## config.mk

```make
export PLATFORM = sky130hd
export DESIGN_NAME = cfgb_bridge
export DESIGN_NICKNAME = d
export VERILOG_FILES = /design/src/rtl/cfgb_pkg.sv /design/src/rtl/cfgb_decode.sv /design/src/rtl/cfgb_rsp_sel.sv /design/src/rtl/cfgb_bridge.sv
export SDC_FILE = /design/constraint.sdc
export NUM_CORES = 1
export LEC_CHECK = 0
export BUFFER_PORTS_ARGS = -buffer_cell sky130_fd_sc_hd__buf_4
export CORE_MARGIN = 1.5
export CORE_UTILIZATION = 47
export DETAILED_ROUTE_END_ITERATION = 6
export PLACE_DENSITY = 0.8
export SYNTH_ARGS = -nofsm -noshare
export SYNTH_HDL_FRONTEND = slang
export SYNTH_SLANG_ARGS = --single-unit
```

## constraint.sdc

```tcl
create_clock -name clk_i -period 2.1 [get_ports clk_i]
set_clock_uncertainty 0.05 [all_clocks]
set_input_delay 0.105 -clock clk_i [delete_from_list [all_inputs] [get_ports clk_i]]
set_output_delay 0.105 -clock clk_i [all_outputs]
set_load 0.02 [all_outputs]
```

## src/rtl/cfgb_pkg.sv

```systemverilog
package cfgb_pkg;
  typedef enum logic {ST_IDLE, ST_WAIT} cfgb_state_e;

  // all-ones value matched to access size
  function automatic logic [31:0] size_ones(input logic [1:0] sz);
    if (sz[1])      return 32'hFFFF_FFFF;
    else if (sz[0]) return 32'h0000_FFFF;
    else            return 32'h0000_00FF;
  endfunction
endpackage

```

## src/rtl/cfgb_decode.sv

```systemverilog
module cfgb_decode #(
  parameter int NUM_FN  = 4,
  parameter int OWN_BUS = 0,
  parameter int FN_W    = 2
) (
  input  logic              en_i,
  input  logic [7:0]        bus_i,
  input  logic [7:0]        devfn_i,
  input  logic [7:0]        reg_i,
  input  logic [1:0]        off_i,
  input  logic [1:0]        size_i,
  input  logic [NUM_FN-1:0] present_i,
  output logic              hit_o,
  output logic [FN_W-1:0]   fn_o,
  output logic [7:0]        reg_o
);
  logic in_range;

  always_comb begin
    fn_o     = devfn_i[FN_W-1:0];
    in_range = (devfn_i < 8'(NUM_FN));
    hit_o    = en_i && (bus_i == 8'(OWN_BUS)) && in_range && present_i[fn_o];
    // dword forces alignment, narrow merges byte offset
    reg_o    = size_i[1] ? {reg_i[7:2], 2'b00} : (reg_i | {6'b0, off_i});
  end
endmodule

```

## src/rtl/cfgb_rsp_sel.sv

```systemverilog
module cfgb_rsp_sel #(
  parameter int NUM_FN = 4,
  parameter int FN_W   = 2
) (
  input  logic [NUM_FN*32-1:0] rdata_i,
  input  logic [NUM_FN-1:0]    ack_i,
  input  logic [FN_W-1:0]      sel_i,
  output logic [31:0]          rdata_o,
  output logic                 ack_o
);
  logic [31:0] lane [NUM_FN];

  for (genvar g = 0; g < NUM_FN; g++) begin : g_lane
    assign lane[g] = rdata_i[g*32 +: 32];
  end

  assign rdata_o = lane[sel_i];
  assign ack_o   = ack_i[sel_i];
endmodule

```

## src/rtl/cfgb_bridge.sv

```systemverilog
module cfgb_bridge
  import cfgb_pkg::*;
#(
  parameter int NUM_FN  = 4,
  parameter int OWN_BUS = 0
) (
  input  logic                 clk_i,
  input  logic                 rst_ni,
  input  logic                 io_req_i,
  input  logic                 io_we_i,
  input  logic [2:0]           io_off_i,
  input  logic [1:0]           io_size_i,
  input  logic [31:0]          io_wdata_i,
  output logic                 io_ack_o,
  output logic [31:0]          io_rdata_o,
  input  logic [NUM_FN-1:0]    fn_present_i,
  output logic [NUM_FN-1:0]    cfg_req_o,
  output logic                 cfg_we_o,
  output logic [7:0]           cfg_devfn_o,
  output logic [7:0]           cfg_reg_o,
  output logic [1:0]           cfg_size_o,
  output logic [31:0]          cfg_wdata_o,
  input  logic [NUM_FN-1:0]    cfg_ack_i,
  input  logic [NUM_FN*32-1:0] cfg_rdata_i
);
  localparam int FN_W = (NUM_FN > 1) ? $clog2(NUM_FN) : 1;

  cfgb_state_e       st_q;
  logic [31:0]       addr_q, rdata_q, wdata_q;
  logic              ack_q, we_q;
  logic [NUM_FN-1:0] req_q;
  logic [7:0]        devfn_q, reg_q;
  logic [1:0]        size_q;
  logic [FN_W-1:0]   sel_q;

  logic              hit;
  logic [FN_W-1:0]   fn;
  logic [7:0]        dec_reg;
  logic [31:0]       rsp_data;
  logic              rsp_ack;

  cfgb_decode #(.NUM_FN(NUM_FN), .OWN_BUS(OWN_BUS), .FN_W(FN_W)) u_dec (
    .en_i     (addr_q[31]),
    .bus_i    (addr_q[23:16]),
    .devfn_i  (addr_q[15:8]),
    .reg_i    (addr_q[7:0]),
    .off_i    (io_off_i[1:0]),
    .size_i   (io_size_i),
    .present_i(fn_present_i),
    .hit_o    (hit),
    .fn_o     (fn),
    .reg_o    (dec_reg)
  );

  cfgb_rsp_sel #(.NUM_FN(NUM_FN), .FN_W(FN_W)) u_rsp (
    .rdata_i(cfg_rdata_i),
    .ack_i  (cfg_ack_i),
    .sel_i  (sel_q),
    .rdata_o(rsp_data),
    .ack_o  (rsp_ack)
  );

  always_ff @(posedge clk_i or negedge rst_ni) begin
    if (!rst_ni) begin
      st_q    <= ST_IDLE;
      addr_q  <= '0;
      rdata_q <= '0;
      wdata_q <= '0;
      ack_q   <= 1'b0;
      we_q    <= 1'b0;
      req_q   <= '0;
      devfn_q <= '0;
      reg_q   <= '0;
      size_q  <= '0;
      sel_q   <= '0;
    end else begin
      ack_q <= 1'b0;
      req_q <= '0;
      case (st_q)
        ST_IDLE: if (io_req_i) begin
          if (!io_off_i[2]) begin
            if (io_we_i && io_size_i[1]) addr_q <= io_wdata_i;
            rdata_q <= io_size_i[1] ? addr_q : size_ones(io_size_i);
            ack_q   <= 1'b1;
          end else if (!hit) begin
            rdata_q <= size_ones(io_size_i);
            ack_q   <= 1'b1;
          end else begin
            req_q   <= {{(NUM_FN-1){1'b0}}, 1'b1} << fn;
            we_q    <= io_we_i;
            devfn_q <= addr_q[15:8];
            reg_q   <= dec_reg;
            size_q  <= io_size_i;
            wdata_q <= io_wdata_i;
            sel_q   <= fn;
            st_q    <= ST_WAIT;
          end
        end
        ST_WAIT: if (rsp_ack) begin
          rdata_q <= rsp_data & size_ones(size_q);
          ack_q   <= 1'b1;
          st_q    <= ST_IDLE;
        end
        default: st_q <= ST_IDLE;
      endcase
    end
  end

  assign io_ack_o    = ack_q;
  assign io_rdata_o  = rdata_q;
  assign cfg_req_o   = req_q;
  assign cfg_we_o    = we_q;
  assign cfg_devfn_o = devfn_q;
  assign cfg_reg_o   = reg_q;
  assign cfg_size_o  = size_q;
  assign cfg_wdata_o = wdata_q;

  a_r8_req_onehot: assert property (@(posedge clk_i) disable iff (!rst_ni)
    $onehot0(cfg_req_o));
  a_r8_req_pulse: assert property (@(posedge clk_i) disable iff (!rst_ni)
    (|cfg_req_o) |=> !(|cfg_req_o));
  a_r10_ack_pulse: assert property (@(posedge clk_i) disable iff (!rst_ni)
    io_ack_o |=> !io_ack_o);
  a_r6_dword_aligned: assert property (@(posedge clk_i) disable iff (!rst_ni)
    ((|cfg_req_o) && cfg_size_o[1]) |-> (cfg_reg_o[1:0] == 2'b00));
  a_r3_req_needs_enable: assert property (@(posedge clk_i) disable iff (!rst_ni)
    (|cfg_req_o) |-> addr_q[31]);
  a_r4_req_own_bus: assert property (@(posedge clk_i) disable iff (!rst_ni)
    (|cfg_req_o) |-> (addr_q[23:16] == 8'(OWN_BUS)));
  a_r5_req_devfn_match: assert property (@(posedge clk_i) disable iff (!rst_ni)
    (|cfg_req_o) |-> (cfg_devfn_o == addr_q[15:8]));
endmodule

```

== Word-level counts from Yosys, hierarchy flattened ==
Index checks and enable logic that the tools add are counted.
Word-level totals
  memories: 0
  output and inout bits: 88
  memory bits (read-only): 0
  bits in writable memories: 0
  bits in latches: 0
  register bits after elaboration: 123
  logic and storage cells: 66
Cells by class
  $add $sub $neg: 0
  $mul: 0
  bitwise operators: 5
  mux-type cells: 34
  shifts and indexed selects: 1
  div/mod/pow operators: 0
  magnitude comparators: 4
  reduce and logical (&&, ||, !) cells: 8
  eq/ne operators: 3
Operators with widths (count)
  two-way mux 32 bit: 11
  binary-select mux 32 bit (select 2 bit): 1
  case mux 32 bit (2 select lines): 1
  bitwise AND 32 bit: 1
  two-way mux 16 bit: 2
  two-way mux 4 bit: 4
  two-way mux 1 bit: 10
  zero test 8 bit: 1
  < comparator 8 x 3 -> 1 bit (second input constant): 1
  two-way mux 8 bit: 1
  OR 8 x 2 -> 8 bit: 1
  AND reduction 4 bit: 2
  < comparator 2 x 3 -> 1 bit (second input constant): 2
  binary-select mux 1 bit (select 2 bit): 2
  logical AND 1 bit: 4
  case mux 1 bit (2 select lines): 2
  << shifter 1 x 2 -> 4 bit (first input constant): 1
  greater-or-equal comparator 3 bit (second input constant): 1
  inequality test 3 bit (second input constant): 1
  inverter 2 -> 3 bit: 1
  AND reduction 3 bit: 1
  inequality test 2 x 1 -> 1 bit (second input constant): 1
  inequality test 2 bit (second input constant): 1
  inverter 1 bit: 2

== Depth between registers and ports, before layout ==
Gate-level depths: netlist of the first run.
  depth after elaboration: 8
  gate-level depth with buffers: 7
  gate-level depth less buffers: 5

== Cells and area by module ==
From an unflattened synthesis of the first run, not the netlist that was laid out.
Second synthesis, totals
  cells, all modules: 516
  area total of the unflattened synthesis: 6257.3 um^2
Modules (own cells, without submodules)
  cfgb_bridge: area each 5271.3 um^2, sequential area each 3078.0 um^2, cells an instance 457, instances 1
  cfgb_rsp_sel: area each 844.6 um^2, sequential area each 0.0 um^2, cells an instance 41, instances 1
  cfgb_decode: area each 141.4 um^2, sequential area each 0.0 um^2, cells an instance 18, instances 1

== Least setup slack after synthesis of the first run ==
No wires, ideal clock.
  path type: reg-to-reg
  start: register, netlist name cfg_devfn_o[0]
  end: register rdata_q[23], in the netlist io_rdata_o[23]
  data required time: 1925 ps
  cell stages (with the launch flop): 8
  clock period less this slack: 1971 ps
  arrival time: 1797 ps
  setup slack: 129 ps
  cell sequence: dfrtp_1 > buf_2 > buf_4 > buf_4 > buf_4 > mux2i_1 > o221ai_1 > mux2_2
RTL lines
  end signal, assigned: RTL line cfgb_bridge.sv:83  | rdata_q <= io_size_i[1] ? addr_q : size_ones(io_size_i);
  end signal, assigned: RTL line cfgb_bridge.sv:86  | rdata_q <= size_ones(io_size_i);
  end signal, assigned: RTL line cfgb_bridge.sv:100  | rdata_q <= rsp_data & size_ones(size_q);
  end, declared: RTL line cfgb_bridge.sv:29  | logic [31:0] addr_q, rdata_q, wdata_q;

== Final worst setup path of the first run ==
  start: register addr_q[20]
  end: register wdata_q[5], in the netlist cfg_wdata_o[5]
Between the ends
  longest elaborated chain between the ends: 5
RTL lines
  start, declared: RTL line cfgb_bridge.sv:29
  start signal, assigned: RTL line cfgb_bridge.sv:82  | if (io_we_i && io_size_i[1]) addr_q <= io_wdata_i;
  zero test 8 bit: RTL line cfgb_decode.sv:22  | hit_o = en_i && (bus_i == 8'(OWN_BUS)) && in_range && present_i[fn_o];
  logical AND 1 bit (3 in series): RTL line cfgb_decode.sv:22
  AND reduction 4 bit (no source line)
  end signal, assigned: RTL line cfgb_bridge.sv:94  | wdata_q <= io_wdata_i;
  end, declared: RTL line cfgb_bridge.sv:29
Every way passes these cells.
A chain may end at the register's enable or synchronous reset.

==> results of run 1 <==
[synth_stat cells]
library cell  count
nor2_1            8
o21ai_0          10
nand3_1           1
or4_1             1
buf_1             1
o21ai_2           1
o21bai_1         16
mux4_2            9
dfrtp_1         121
nor2b_1           6
mux2i_1          50
nand2b_1          1
nor3_2            1
o21ai_1           1
o211ai_1          1
inv_1            10
nor3_1           11
nor4b_2           1
and3_1            1
mux2_2          107
o221ai_1         24
buf_2            11
buf_4             8
a21oi_1           8
nor3b_1           1
clkbuf_1          7
buf_6             2
nand4_1           1
nor4_1            4
nor4b_1           2
nand2_1           8
a21o_1            2
[layer usage]
| metal | vias up | global-route usage |
|---|---|---|
| li1 | 2271 | - |
| met1 | 2526 | 0.372 |
| met2 | 235 | 0.495 |
| met3 | 45 | 0.0513 |
| met4 | 0 | 0.128 |
| met5 | - | 0 |
[report_power, final]
part	leakage (nW)	internal [mW]	switching (mW)
Combinational	2.53	0.743	0.577
Sequential	1.54	2.59	0.244
Clock	0.304	2.04	0.998
Total	4.38	5.38	1.82
[final cells by class]
type / count / area, um2 / share of cell area
multi-input combinational: 277 / 2700 / 0.292
sequential: 121 / 3030 / 0.329
timing repair buffer: 323 / 2620 / 0.284
clock buffer: 24 / 512 / 0.0555
inverter: 10 / 37.5 / 0.00407
clock inverter: 6 / 111 / 0.0121
tap: 168 / 210 / 0.0228
[kinds of logic (layout without fill, tap and decap cells)]
logic type | count (synthesis) | count (layout) | share of synthesized area
AOI/OAI and AO/OA | 63 | 64 | 0.0780
buffers and inverters | 39 | 363 | 0.0350
and+or+nand+nor | 47 | 47 | 0.0442
DFF | 121 | 121 | 0.517
muxes | 166 | 166 | 0.326
[stage by stage]
stage                     total power, mW  instance area, um2
final                                7.20                9220
after global placement               4.01                8060
after CTS                            7.17                9160
after global routing                 7.44                9220
after detailed placement             4.06                8060
after floorplan                      3.35                5860
[tightest hold or removal path: cells and delay by family]
family,cells,cell delay (ps)
buffers and inverters,1,80
and+or+nand+nor,2,170
AOI/OAI and AO/OA,1,110
[what timing repair did]
item | CTS | global route
endpoints found under the setup margin | 76 | 76
hold buffers | 36 | 0
endpoints found under the hold margin | 103 | 0
pin swaps | 1 | 3
cloned | 3 | 1
gates resized for setup | 5 | 7
setup buffers | 2 | 2
[worst max path at each step]
stage | start | end | cells after the start
3_3_place_gp | addr_q[8] | io_rdata_o[19] | 5
4_1_cts | addr_q[12] | cfg_wdata_o[19] | 6
6_report | addr_q[20] | cfg_wdata_o[5] | 7
2_1_floorplan | cfg_devfn_o[0] | io_rdata_o[23] | 7
5_1_grt | addr_q[20] | cfg_we_o | 7
3_5_place_dp | addr_q[8] | io_rdata_o[8] | 5
[state kept, by name, indices dropped and copies added, names as in the netlist]
| register | flops |
|---|---|
| io_rdata_o | 32 |
| cfg_size_o | 2 |
| cfg_devfn_o | 8 |
| cfg_reg_o | 8 |
| addr_q | 32 |
| cfg_we_o | 1 |
| cfg_req_o | 4 |
| io_ack_o | 1 |
| st_q | 1 |
| cfg_wdata_o | 32 |
==> results.txt, run 1 <==
cell area after synthesis -> 5860 um2
most frequent cells in the layout -> 280 x buf_4, 118 x dfrtp_1, 107 x mux2_2, 50 x mux2i_1, 36 x dlygate4sd3_1
number of I/O pins -> 265
H-tree levels -> 4
vias in the first global route -> 5,284
Static Leakage -> 4.38 nW
type of origin of the critical path -> register
Seq/Total Area, Yosys -> 0.517
Area contributors post-synth -> dfrtp_1 52%, mux2_2 21%, mux2i_1 8.5%
die height -> 115 um
final wirelength -> 19,100 um
R2R Path End -> cfg_wdata_o[5]
most common cell after layout, fill and taps aside -> buf_4
slowest CP cell -> dfrtp_1
Critical R2R Launch -> addr_q[20]
Antenna diodes -> 0
Avg Cell Area, Syn -> 13.4 um2
CP peak stage delay -> 450 ps
final worst slack -> -72.3 ps
Hold Crit Class -> input pin to register
fillers -> 756
post-layout util -> 0.764
power density cells -> 781 nW/um2
most used cell, CP -> buf_4
met2 routed WL -> 9720 um
clk slew on worst S/H paths -> 50 ps
Reg2Reg Setup Slack -> -70 ps
Overflow after GRT -> 0
worst-path cell chain -> nor4b_2 -> nand4_1 -> buf_4 -> nor3_4 -> buf_4 -> clkbuf_16 -> mux2_2
first-pass GRT wire length -> 28,800 um
Syn. warnings -> 0
initial core utilization -> 0.486
Hold Slack -> 32.0 ps
Post-Place Cells -> 855
highest metal used -> met4
Rows -> 40
area added between synthesis and finish -> 57.4%
nets -> 927
pre-CTS WS -> -168 ps
required time of the critical path -> 2340 ps
antenna violations before repair -> 0
Residual DRC -> 0
GP Congestion -> 0.854
Slew headroom -> 0.532
Worst R2R Path Depth -> 7
Avg WL per Cell -> 20.5 um
antenna-violating nets left -> 0
Crit. End Element -> register
DR vias -> 5,077
total global routing track utilization -> 0.293
Clock Latency Late Sink -> 410 ps
CTS Sinks -> 121
Peak VDD IR -> 0.000471 V
Worst EP arrival -> 2410 ps
largest net degree at the start of global routing -> 58
Root Buffer -> clkbuf_16
final non-filler cell total -> 929
die width -> 115 um
Hold Path Origin -> io_off_i[1]
top cell type by total area after synthesis -> dfrtp_1
CTS tree -> built
layout cells sized above 1 -> 0.582
Via-to-Cell Ratio -> 5.47
Synth top area share -> 0.517
M1 WL -> 7540 um
area of the core -> 12,100 um2
Slew @ Worst Pin -> 700 ps
register bit total from synthesis -> 121
Max Slew Vio Count -> 0
Crit Path Category -> register to register
crit path buf inv count -> 3
DR WL met3 -> 1220 um
CTS Buf Count -> 17
crit path max fanout -> 12
DRT Pass-1 Iters -> 5
Post-Syn Instances -> 436
outcome -> finished with violations
CP delay by family, top -> simple AND/OR/NAND/NOR gates
Period minus WS final -> 2170 ps
Max Freq -> 460 MHz
port buffer count -> 264
failing checks -> negative setup slack
clock tree buffer depth -> 2
starting DRC count in detailed routing -> 333
fin crit share -> 1.03
hold path cells -> 4
die area -> 13,100 um2
final count of hold timing violations -> 0
RSZ-0062 raised after global routing -> true
Max-Cap Viols -> 0
Syn Nets -> 613
post-synth cell types -> 32
DPL Wire Length -> 13,000 um
Hold Path Sink -> cfg_reg_o[1]
Setup Viol. Count Final -> 42
final setup TNS -> -1660 ps
Note: power is estimated with default switching activity, not from simulation.
==> run 2: changes to the inputs <==
Settings changed: GPL_TIMING_DRIVEN set to 0.
==> results.txt, run 2 (synthesis results as in run 1) <==
outcome -> finished with violations
failing checks -> negative setup slack
Clock Latency Late Sink -> 420 ps (about the same)
Hold Slack -> 18.2 ps (-13.8 ps)
final non-filler cell total -> 944 (+1.6%)
DP Area -> 8070 um2 (+0.20%)
port buffer count -> 263 (-0.38%)
fillers -> 721 (-4.6%)
CP peak stage delay -> 450 ps (about the same)
final worst slack -> -31.0 ps (+41.4 ps)
clk slew on worst S/H paths -> 60 ps (about the same)
post-layout util -> 0.780 (+0.0152)
Max Slew Vio Count -> 0 (unchanged)
Overflow after GRT -> 0 (unchanged)
DR vias -> 5,158 (+1.6%)
Static Leakage -> 4.45 nW (+1.6%)
Residual DRC -> 0 (unchanged)
design area -> 9400 um2 (+2.0%)
RSZ-0062 raised after global routing -> true
layout cells sized above 1 -> 0.584 (+0.00163)
Hold Path Sink -> cfg_reg_o[1]
number of I/O pins -> 265 (unchanged)
H-tree levels -> 4 (unchanged)
Reg2Reg Setup Slack -> -30 ps (+40 ps)
most used cell, CP -> buf_6
GP Congestion -> 0.816 (-4.4%)
most frequent cells in the layout -> 273 x buf_4, 117 x dfrtp_1, 70 x mux2_2, 50 x mux2i_1, 37 x mux2_4
first-pass GRT wire length -> 28,600 um (-0.84%)
Hold Crit Class -> input pin to register
CTS tree -> built
antenna-violating nets left -> 0 (unchanged)
Root Buffer -> clkbuf_16
pre-CTS WS -> -101 ps (+67.1 ps)
required time of the critical path -> 2340 ps (about the same)
DPL Wire Length -> 13,700 um (+5.4%)
most common cell after layout, fill and taps aside -> buf_4
Rows -> 40 (unchanged)
Peak VDD IR -> 0.000604 V (+28%)
Worst R2R Path Depth -> 6 (-1)
power density cells -> 777 nW/um2 (-0.44%)
Worst EP arrival -> 2370 ps (-40 ps)
type of origin of the critical path -> register
crit path max fanout -> 5 (-7)
Slew headroom -> 0.559 (+0.0269)
Max Freq -> 469 MHz (+1.9%)
WP depth -> 6 (-1)
DRT Pass-1 Iters -> 4 (-1)
CP delay by family, top -> simple AND/OR/NAND/NOR gates
die height -> 115 um (unchanged)
area of the core -> 12,100 um2 (unchanged)
Antenna diodes -> 0 (unchanged)
total global routing track utilization -> 0.290 (-0.00296)
Post-Place Cells -> 868 (+1.5%)
area added between synthesis and finish -> 60.5%
antenna violations before repair -> 0 (unchanged)
Period minus WS final -> 2130 ps (-41.4 ps)
Critical R2R Launch -> addr_q[11]
Crit. End Element -> register
register area -> 3030 um2 (about the same)
nets -> 941 (+1.5%)
hold path cells -> 4 (unchanged)
Max-Cap Viols -> 0 (unchanged)
Slew @ Worst Pin -> 659 ps (-41.3 ps)
fin crit share -> 1.01 (-0.0197)
Crit Path Category -> register to register
slowest CP cell -> dfrtp_2
Via-to-Cell Ratio -> 5.46 (about the same)
die width -> 115 um (unchanged)
CTS Sinks -> 121 (unchanged)
vias in the first global route -> 5,333 (+0.93%)
largest net degree at the start of global routing -> 87 (+50%)
crit path buf inv count -> 2 (-1)
Setup Viol. Count Final -> 15 (-64%)
starting DRC count in detailed routing -> 346 (+3.9%)
final wirelength -> 19,700 um (+3.3%)
Hold Path Origin -> io_off_i[1]
CTS Buf Count -> 17 (unchanged)
final count of hold timing violations -> 0 (unchanged)
die area -> 13,100 um2 (unchanged)
Avg WL per Cell -> 20.9 um (+1.7%)
R2R Path End -> cfg_wdata_o[9]
worst-path cell chain -> nor4b_4 -> nand4_1 -> nor3_4 -> buf_6 -> buf_6 -> mux2_2
area of the multi-input gates -> 2820 um2 (+4.7%)
clock tree buffer depth -> 2 (unchanged)
initial core utilization -> 0.486 (unchanged)
run 2: cell count changes in the layout (fill, tap and decap cells not counted), moves of 3 or more:
| cell | previous run | this run |
|---|---|---|
| buf_6 | 1 | 11 |
| buf_4 | 280 | 273 |
| mux2_2 | 107 | 70 |
| clkbuf_8 | 6 | 3 |
| clkbuf_1 | 1 | 7 |
| mux2_4 | 0 | 37 |
| buf_2 | 0 | 6 |
run 2: where the power goes:
group	leakage (nW)	switching (mW)	internal, mW
registers	1.54	0.262	2.59
logic	2.60	0.584	0.758
clock network	0.304	1.04	2.07
total	4.45	1.89	5.42
run 2: metrics by stage:
step	total power [mW]	setup TNS (ps)
final	7.31	-268
after global routing	7.55	-2950
after CTS	7.25	0
after detailed placement	4.05	-1230
after global placement	3.99	-1250
after floorplan	3.35	0
run 2: cell type report:
| type | instances | share of cell area |
|---|---|---|
| Sequential cell | 121 | 0.323 |
| Multi-Input combinational cell | 276 | 0.300 |
| Timing Repair Buffer | 310 | 0.262 |
| Clock buffer | 20 | 0.0496 |
| Tap cell | 168 | 0.0224 |
| Buffer | 28 | 0.0216 |
| Clock inverter | 11 | 0.0181 |
| Inverter | 10 | 0.00399 |
run 2: how the worst max path moves through the flow:
stage / endpoint / start
after floorplan: io_rdata_o[23] / cfg_devfn_o[0]
after global placement: cfg_wdata_o[20] / addr_q[23]
after detailed placement: cfg_wdata_o[19] / addr_q[23]
after CTS: cfg_reg_o[7] / addr_q[8]
after global routing: cfg_wdata_o[13] / addr_q[16]
final: cfg_wdata_o[9] / addr_q[11]
run 2: metal layers:
metal,part of all wire,track usage
met5,0,0
met4,0.025,0.118
met3,0.064,0.0662
met2,0.52,0.490
met1,0.40,0.362
run 2: timing repair:
action,in CTS,in global routing
gates cloned,0,1
pin swaps,1,5
buffers inserted,0,9
endpoints found under the hold margin,189,0
endpoints found under the setup margin,53,63
hold buffers,36,0
resized for setup,8,63
run 2: tightest hold or removal path, delay by kind of cell:
family	cells	cell delay (ps)
buffers and inverters	1	80
AOI/OAI and AO/OA	1	100
and+or+nand+nor	2	150
==> run 3: changes to the inputs <==
==> constraint.sdc (replaced) <==
create_clock -name clk_i -period 2.1 [get_ports clk_i]
set_clock_uncertainty 0.05 [all_clocks]
set_input_delay 0.42 -clock clk_i [delete_from_list [all_inputs] [get_ports clk_i]]
set_output_delay 0.42 -clock clk_i [all_outputs]
set_load 0.02 [all_outputs]
==> results.txt, run 3 (synthesis results as in run 1) <==
outcome -> finished with violations
failing checks -> negative setup slack
Post-Place Cells -> 868 (unchanged)
type of origin of the critical path -> register
Critical R2R Launch -> addr_q[16]
total global routing track utilization -> 0.275 (-0.0157)
required time of the critical path -> 2350 ps (about the same)
first-pass GRT wire length -> 27,100 um (-5.2%)
number of I/O pins -> 265 (unchanged)
Static Leakage -> 4.27 nW (-3.9%)
CTS Buf Count -> 17 (unchanged)
die area -> 13,100 um2 (unchanged)
H-tree levels -> 4 (unchanged)
final wirelength -> 18,400 um (-6.5%)
Via-to-Cell Ratio -> 5.46 (-0.14%)
crit path to -> cfg_reg_o[7]
RSZ-0062 raised after global routing -> true
pre-CTS WS -> -101 ps (unchanged)
worst-path cell chain -> nor4_4 -> nand4_1 -> nor3_4 -> buf_4 -> buf_6 -> mux2_2
Setup Viol. Count Final -> 43 (+28)
Reg2Reg Setup Slack -> -70 ps (-40 ps)
GP Congestion -> 0.816 (unchanged)
Crit Path Category -> register to register
antenna violations before repair -> 0 (unchanged)
Peak VDD IR -> 0.000648 V (+7.3%)
clock share of power -> 0.431 (+0.005)
starting DRC count in detailed routing -> 300 (-13%)
Crit. End Element -> register
Rows -> 40 (unchanged)
Pint -> 5.37 mW (-0.92%)
Clock Latency Late Sink -> 420 ps (about the same)
Root Buffer -> clkbuf_16
area of the core -> 12,100 um2 (unchanged)
Worst R2R Path Depth -> 6 (unchanged)
antenna-violating nets left -> 0 (unchanged)
final count of hold timing violations -> 0 (unchanged)
fillers -> 792 (+9.8%)
power density cells -> 806 nW/um2 (+3.6%)
largest net degree at the start of global routing -> 87 (unchanged)
Period minus WS final -> 2170 ps (+35.7 ps)
Slew headroom -> 0.558 (-0.00107)
Total Power -> 7.22 mW (-1.2%)
Max-Cap Viols -> 0 (unchanged)
CP startpoint -> addr_q[16]
CTS Sinks -> 121 (unchanged)
die width -> 115 um (unchanged)
most frequent cells in the layout -> 275 x buf_4, 117 x dfrtp_1, 90 x mux2_2, 50 x mux2i_1, 24 x o221ai_1
Combinational Power Share -> 0.175 (-0.009)
Max Freq -> 462 MHz (-1.6%)
Slew @ Worst Pin -> 661 ps (+1.60 ps)
Residual DRC -> 0 (unchanged)
area added between synthesis and finish -> 53.0%
R2R Path End -> cfg_reg_o[7]
nets -> 906 (-3.7%)
initial core utilization -> 0.486 (unchanged)
sequential share of power -> 0.393 (+0.003)
DRT Pass-1 Iters -> 4 (unchanged)
Antenna diodes -> 0 (unchanged)
Overflow after GRT -> 0 (unchanged)
DPL Wire Length -> 13,700 um (unchanged)
fin crit share -> 1.03 (+0.0170)
Max Slew Vio Count -> 0 (unchanged)
CTS tree -> built
crit path max fanout -> 5 (unchanged)
CP peak stage delay -> 440 ps (about the same)
final worst slack -> -66.7 ps (-35.7 ps)
Sw Share -> 0.256 (-0.00204)
DR vias -> 4,960 (-3.8%)
crit path buf inv count -> 2 (unchanged)
final setup TNS -> -1220 ps (-949 ps)
clk slew on worst S/H paths -> 50 ps (about the same)
Hold Crit Class -> input pin to register
layout cells sized above 1 -> 0.609 (+0.0249)
final non-filler cell total -> 909 (-3.7%)
CP delay by family, top -> simple AND/OR/NAND/NOR gates
clock tree buffer depth -> 2 (unchanged)
port buffer count -> 263 (unchanged)
most common cell after layout, fill and taps aside -> buf_4
Avg WL per Cell -> 20.3 um (-2.9%)
die height -> 115 um (unchanged)
Hold Path Origin -> io_wdata_i[0]
vias in the first global route -> 5,093 (-4.5%)
Worst EP arrival -> 2410 ps (+40 ps)
slowest CP cell -> dfrtp_2
WP depth -> 6 (unchanged)
Switch Pwr -> 1.85 mW (-2.0%)
-- run 3: cell count changes in the layout (fill, tap and decap cells not counted), moves of 2 or more --
cell,before,now
clkbuf_4,1,3
dlygate4sd3_1,36,1
buf_4,273,275
buf_6,11,7
mux2_2,70,90
mux2_4,37,17
-- run 3: worst min-delay path by stage --
stage / end / slack [ps] / cells after the start
after floorplan: addr_q[0] / 70 / 0
after global placement: cfg_reg_o[1] / 430 / 1
after detailed placement: cfg_wdata_o[1] / 290 / 1
after CTS: addr_q[0] / 190 / 2
after global routing: cfg_wdata_o[27] / 190 / 2
final: addr_q[0] / 190 / 2
-- run 3: layout make-up --
cell class                 count  area (um2)  share of cell area
clock inverter                11         170              0.0190
multi-input combinational    276        2740               0.305
tap                          168         210              0.0235
timing repair buffer         275        2110               0.235
inverter                      10        37.5             0.00419
buffer                        28         198              0.0221
sequential                   121        3030               0.338
clock buffer                  20         467              0.0521
-- run 3: stage by stage --
step	util	hold WS, ps	instance area [um2]
global placement	0.667	429	8040
CTS	0.727	190	8770
floorplan	-	74.4	5860
detailed placement	0.669	288	8070
global route	0.743	186	8960
finish	0.743	194	8960
-- run 3: power groups by stage --
stage | Combinational [mW] | Sequential [mW] | Clock (mW)
after floorplan | 0.453 | 2.90 | 0
after global placement | 1.17 | 2.82 | 0
after detailed placement | 1.21 | 2.84 | 0
after CTS | 1.24 | 2.83 | 3.13
after global routing | 1.35 | 2.87 | 3.25
final | 1.27 | 2.84 | 3.11
-- run 3: repair_timing --
action | CTS | global route
endpoints found under the setup margin | 53 | 63
hold buffers | 1 | 0
pin swaps | 1 | 5
hold endpoints to repair | 35 | 0
gates cloned | 0 | 1
gates resized for setup | 8 | 39
buffers inserted | 0 | 9
-- run 3: per-layer routing --
metal,vias up,GRT usage,wire [um]
li1,2228,-,-
met1,2486,0.345,7500
met2,205,0.455,9230
met3,41,0.0646,1130
met4,0,0.122,551
met5,-,0,0
